File: config.mk
export PLATFORM = sky130hd
export DESIGN_NAME = rst_src_ctrl
export DESIGN_NICKNAME = d
export VERILOG_FILES = /design/src/rtl/rsc_pkg.sv /design/src/rtl/rsc_debounce.sv /design/src/rtl/rsc_hold_timer.sv /design/src/rtl/rsc_cause_reg.sv /design/src/rtl/rst_src_ctrl.sv
export SDC_FILE = /design/constraint.sdc
export NUM_CORES = 1
export LEC_CHECK = 0
export BUFFER_PORTS_ARGS = -buffer_cell sky130_fd_sc_hd__buf_2
export CAP_MARGIN = 15
export CORE_ASPECT_RATIO = 1.25
export CORE_MARGIN = 8
export CORE_UTILIZATION = 51
export DETAILED_ROUTE_END_ITERATION = 8
export GPL_TIMING_DRIVEN = 0
export HOLD_SLACK_MARGIN = 0.12
export PLACE_DENSITY = 0.79
export RECOVER_POWER = 100
export SYNTH_ARGS = -nofsm -noshare
export SYNTH_HDL_FRONTEND = slang
export SYNTH_SLANG_ARGS = --single-unit
export TNS_END_PERCENT = 30
File: constraint.sdc
create_clock -name clk -period 1.2 [get_ports clk]
set_input_delay 0 -clock clk [delete_from_list [all_inputs] [get_ports clk]]
set_output_delay 0 -clock clk [all_outputs]
set_load 0.005 [all_outputs]
File: src/rtl/rsc_pkg.sv
package rsc_pkg;

    localparam int CAUSE_W = 2;

    typedef struct packed {
        logic btn;
        logic pwr;
    } cause_t;

    typedef enum logic [1:0] {
        BTN_POR = 2'd0,
        BTN_XIR = 2'd1
    } btn_id_e;

    localparam int NUM_BTN = 2;

    function automatic logic rails_bad(input logic [7:0] good, input int n);
        logic bad;
        bad = 1'b0;
        for (int i = 0; i < n; i++) begin
            bad = bad | ~good[i];
        end
        return bad;
    endfunction

endpackage

File: src/rtl/rsc_debounce.sv
module rsc_debounce #(
    parameter int DEB_LEN = 16
) (
    input  logic clk,
    input  logic rst,
    input  logic tick,
    input  logic raw,
    output logic press
);
    localparam int CW = (DEB_LEN > 1) ? $clog2(DEB_LEN) : 1;

    logic [1:0]    sync_q;
    logic          level_q;
    logic          level_d1;
    logic [CW-1:0] run_q;

    always_ff @(posedge clk) begin
        if (rst) begin
            sync_q   <= '0;
            level_q  <= 1'b0;
            level_d1 <= 1'b0;
            run_q    <= '0;
        end else begin
            sync_q   <= {sync_q[0], raw};
            level_d1 <= level_q;
            if (tick) begin
                if (sync_q[1] == level_q) begin
                    run_q <= '0;
                end else if (run_q == CW'(DEB_LEN - 1)) begin
                    level_q <= sync_q[1];
                    run_q   <= '0;
                end else begin
                    run_q <= run_q + 1'b1;
                end
            end
        end
    end

    assign press = level_q & ~level_d1;
endmodule

File: src/rtl/rsc_hold_timer.sv
module rsc_hold_timer #(
    parameter int HOLD_CYCLES = 256
) (
    input  logic clk,
    input  logic rst,
    input  logic req,
    output logic released
);
    localparam int HW = $clog2(HOLD_CYCLES + 1);

    logic [HW-1:0] cnt_q;

    always_ff @(posedge clk) begin
        if (rst || req) begin
            cnt_q <= '0;
        end else if (cnt_q != HW'(HOLD_CYCLES)) begin
            cnt_q <= cnt_q + 1'b1;
        end
    end

    assign released = (cnt_q == HW'(HOLD_CYCLES));
endmodule

File: src/rtl/rsc_cause_reg.sv
module rsc_cause_reg
    import rsc_pkg::*;
(
    input  logic   clk,
    input  logic   rst,
    input  cause_t set_ev,
    input  logic   wr_en,
    input  cause_t wr_mask,
    output cause_t cause
);
    cause_t cause_q;

    always_ff @(posedge clk) begin
        if (rst) begin
            cause_q <= '0;
        end else begin
            for (int i = 0; i < CAUSE_W; i++) begin
                if (set_ev[i]) begin
                    cause_q[i] <= 1'b1;
                end else if (wr_en && wr_mask[i]) begin
                    cause_q[i] <= 1'b0;
                end
            end
        end
    end

    assign cause = cause_q;
endmodule

File: src/rtl/rst_src_ctrl.sv
module rst_src_ctrl
    import rsc_pkg::*;
#(
    parameter int NUM_RAILS   = 3,
    parameter int DEB_LEN     = 16,
    parameter int HOLD_CYCLES = 256,
    parameter int TICK_DIV    = 4
) (
    input  logic                 clk,
    input  logic                 rst,
    input  logic [NUM_RAILS-1:0] rail_good,
    input  logic                 cfg_done,
    input  logic                 btn_por,
    input  logic                 btn_xir,
    input  logic                 sts_wr_en,
    input  logic [1:0]           sts_wr_data,
    output logic                 sys_por_n,
    output logic                 xir_pulse,
    output logic [1:0]           status
);
    localparam int TW = (TICK_DIV > 1) ? $clog2(TICK_DIV) : 1;

    logic [TW-1:0]      tick_cnt;
    logic               tick;
    logic [NUM_BTN-1:0] btn_raw;
    logic [NUM_BTN-1:0] btn_acc;
    logic               fault;
    logic               por_req;
    logic               released;
    logic               xir_q;
    cause_t             set_ev;
    cause_t             cause;

    always_ff @(posedge clk) begin
        if (rst) begin
            tick_cnt <= '0;
            tick     <= 1'b0;
        end else if (tick_cnt == TW'(TICK_DIV - 1)) begin
            tick_cnt <= '0;
            tick     <= 1'b1;
        end else begin
            tick_cnt <= tick_cnt + 1'b1;
            tick     <= 1'b0;
        end
    end

    assign btn_raw[BTN_POR] = btn_por;
    assign btn_raw[BTN_XIR] = btn_xir;

    for (genvar g = 0; g < NUM_BTN; g++) begin : g_btn
        rsc_debounce #(.DEB_LEN(DEB_LEN)) u_deb (
            .clk   (clk),
            .rst   (rst),
            .tick  (tick),
            .raw   (btn_raw[g]),
            .press (btn_acc[g])
        );
    end

    assign fault   = rails_bad(8'(rail_good), NUM_RAILS);
    assign por_req = fault | ~cfg_done | btn_acc[BTN_POR];

    rsc_hold_timer #(.HOLD_CYCLES(HOLD_CYCLES)) u_hold (
        .clk      (clk),
        .rst      (rst),
        .req      (por_req),
        .released (released)
    );

    assign set_ev.pwr = fault;
    assign set_ev.btn = btn_acc[BTN_POR];

    rsc_cause_reg u_cause (
        .clk     (clk),
        .rst     (rst),
        .set_ev  (set_ev),
        .wr_en   (sts_wr_en),
        .wr_mask (cause_t'(sts_wr_data)),
        .cause   (cause)
    );

    always_ff @(posedge clk) begin
        if (rst) begin
            xir_q <= 1'b0;
        end else begin
            xir_q <= btn_acc[BTN_XIR] & released & ~por_req;
        end
    end

    assign sys_por_n = released;
    assign xir_pulse = xir_q;
    assign status    = cause;
endmodule

==> impl_metrics.env <==
export IMPL_synth_avg_cell_area_um2=9.58
export IMPL_fp_coreArea_um2=2600
export IMPL_finalSetupViolations=11
export IMPL_drv_slew=0
export IMPL_rows=21
export IMPL_layout_common_cells="dfxtp_1 (25), a21oi_1 (12), buf_2 (11)"
export IMPL_finalNonFillerCells=213
export IMPL_cap_violations=0
export IMPL_vias=1234
export IMPL_met1Wirelength_mm=1.26
export IMPL_hold_violations=0
export IMPL_required_ps=1200
export IMPL_highest_layer="met4"
export IMPL_fmax_mhz=702
export IMPL_grt_pass1_wl_mm=5.26
export IMPL_synthCells=142
export IMPL_grt_pass1_vias=1223
export IMPL_ir_worst_vdd_mv=0.766
export IMPL_ys_flop_type="dfxtp_1"
export IMPL_grt_overflow=0
export IMPL_critPathMaxFanout=6
export IMPL_numClockSinks=31
export IMPL_violations="setup timing"
export IMPL_drt_iter0_drc=37
export IMPL_fin_skew_ps=11.7
export IMPL_final_common_cell="dfxtp_1"
export IMPL_status="finished with violations"
export IMPL_antenna_cells=0
export IMPL_h_tree_depth=2
export IMPL_die_w_um=62.2
export IMPL_wl_mm=3.34
export IMPL_r2r_cells=3
export IMPL_end_kind="output pin"
export IMPL_root_buffer="clkbuf_4"
export IMPL_start_util=0.523
export IMPL_dr_wl_met2_mm=1.80
export IMPL_dieArea_um2=4590
export IMPL_clk_latency_ps=330
export IMPL_clk_pin_slew_ps=90
export IMPL_drc=0
export IMPL_crit_arrival_ps=1420
export IMPL_clk_path_buf_depth=2
export IMPL_die_height_um=73.7
export IMPL_synth_top_area_frac=0.456
export IMPL_finalNetCount=194
export IMPL_rsz0062_at_grt="yes"
export IMPL_worst_slack_ps=-224
export IMPL_dpl_worst_slack_ps=-172
export IMPL_place_inst=190
export IMPL_drive_gt1_frac=0.307
export IMPL_vias_per_cell=5.79
export IMPL_wl_per_cell_um=15.7
export IMPL_area_growth_pct=30.8
export IMPL_first_pass_iters=6
export IMPL_seq_area_frac_synth=0.456
export IMPL_synth_top_cell_by_area="dfxtp_1"
export IMPL_grt_max_degree=11
export IMPL_hp_class="primary input to flop"
export IMPL_fillers=192
export IMPL_synth_area_leaders="dfxtp_1 (46%), a21oi_1 (5.2%), ha_1 (4.6%)"
export IMPL_power_density_nw_per_um2=968
export IMPL_grt_util_all_layers=0.145
export IMPL_ios=15
export IMPL_syn_nets=158
export IMPL_dpl_hpwl_mm=1.89
export IMPL_grt_antenna_before_repair=0
export IMPL_synth_distinct_cells=37
export IMPL_cts_tree="done"
export IMPL_leakage_nw=0.655
export IMPL_final_antenna_net_count=0
export IMPL_startpoint_type="flop"
export IMPL_period_share=1.19
export IMPL_place_gp_congestion=0.805
export IMPL_cts_made_buffers=5
export IMPL_syn_area_um2=1360
export IMPL_finalPower_mw=1.72
export IMPL_ys_ff_latch=31
export IMPL_worstMarginPinSlew_ps=539
export IMPL_critical_path_class="flop to output pin"
export IMPL_postSynth_asyncResetShare=0
export IMPL_synth_edff_count=0
export IMPL_relSlewSlack=0.639
export IMPL_min_period_ps=1420
export IMPL_port_buffer_count=14
export IMPL_wl_met3_um=128
export IMPL_holdPathStages=3
export IMPL_fin_setup_tns_ps=-1620
export IMPL_yosys_warnings=0
==> kinds of logic (layout without fill, tap and decap cells) <==
logic type               Yosys count  after routing  synth area share
multiplexers                       2              2            0.0147
AO/OA/AOI/OAI                     28             28             0.118
adder cells (fa/ha/maj)            5              5            0.0460
AND/OR/NAND/NOR                   61             61             0.304
XOR/XNOR                           5              5            0.0322
buffers and inverters             10             47            0.0294
flip-flops                        31             31             0.456
==> timing repair <==
| action | CTS | global route |
|---|---|---|
| endpoints found under the hold margin | 5 | 0 |
| hold buffers | 8 | 0 |
| pin swaps | 6 | 3 |
| endpoints found under the setup margin | 12 | 19 |
| gates resized for setup | 17 | 16 |
| buffers inserted | 7 | 0 |
==> path summary, 6_finish.rpt <==
check / endpoint / slack [ps] / startpoint
worst max-delay path: sys_por_n / -220 / u_hold.cnt_q[4]
worst min-delay path: g_btn[1].u_deb.level_d1 / 190 / rst
worst max register to register: xir_pulse / -200 / g_btn[0].u_deb.level_q
worst min register to register: xir_pulse / 430 / g_btn[1].u_deb.level_d1
==> critical path, cell delays in order, from the launching register on <==
cell	delay, ps
dfxtp_1	390
nor4b_4	430
nand2_2	110
clkinv_2	70
buf_6	90
==> power breakdown <==
part / total, mW / switching (mW) / internal, mW
clock: 0.558 / 0.330 / 0.228
sequential: 1.05 / 0.0104 / 1.04
combinational: 0.113 / 0.0525 / 0.0605
total: 1.72 / 0.393 / 1.33
==> routing by layer <==
layer,vias up,global-route usage
met3,20,0.0549
met5,-,0
li1,587,-
met1,593,0.131
met2,34,0.271
met4,0,0.0831
==> registers in the layout, summed over array words and instances (netlist names) <==
| name | flops |
|---|---|
| u_hold.cnt_q | 9 |
| g_btn.u_deb.run_q | 8 |
| u_cause.cause | 2 |
| g_btn.u_deb.level_d1 | 2 |
| tick | 1 |
| xir_pulse | 1 |
| g_btn.u_deb.level_q | 2 |
| tick_cnt | 2 |
| g_btn.u_deb.sync_q | 4 |
==> synthesized netlist by cell type, types with 2 or more instances <==
cell type / instances
inv_1: 5
ha_1: 5
nand2_1: 8
nand3_1: 9
nand2b_1: 7
a21oi_1: 14
xor2_1: 3
nor4b_4: 2
nor3_1: 2
nor2_1: 3
dfxtp_1: 31
or3_1: 4
nand4b_1: 2
mux2i_1: 2
o21ai_0: 6
clkbuf_1: 2
nand4_1: 6
buf_2: 2
xnor2_1: 2
or4b_1: 2
nor2b_1: 8
o21ai_1: 2
==> through the flow <==
stage | hold slack (ps) | instance area, um2 | util
floorplan | 128 | 1380 | -
finish | 190 | 1780 | 0.684
CTS | 173 | 1720 | 0.662
global route | 231 | 1780 | 0.684
global placement | 214 | 1490 | 0.573
detailed placement | 216 | 1490 | 0.573
==> area by class of cell <==
cell class              instances  area, um2  area share
clock inverters                 1       5.00     0.00281
well taps                      34       42.5      0.0239
clock buffers                   7       45.0      0.0253
inverters                       6       26.3      0.0148
multi-input cells             101        788       0.443
plain buffers                   4       26.3      0.0148
flip-flops and latches         31        636       0.357
repair buffers                 29        210       0.118
No activity file was read; power rests on OpenSTA's default activity.
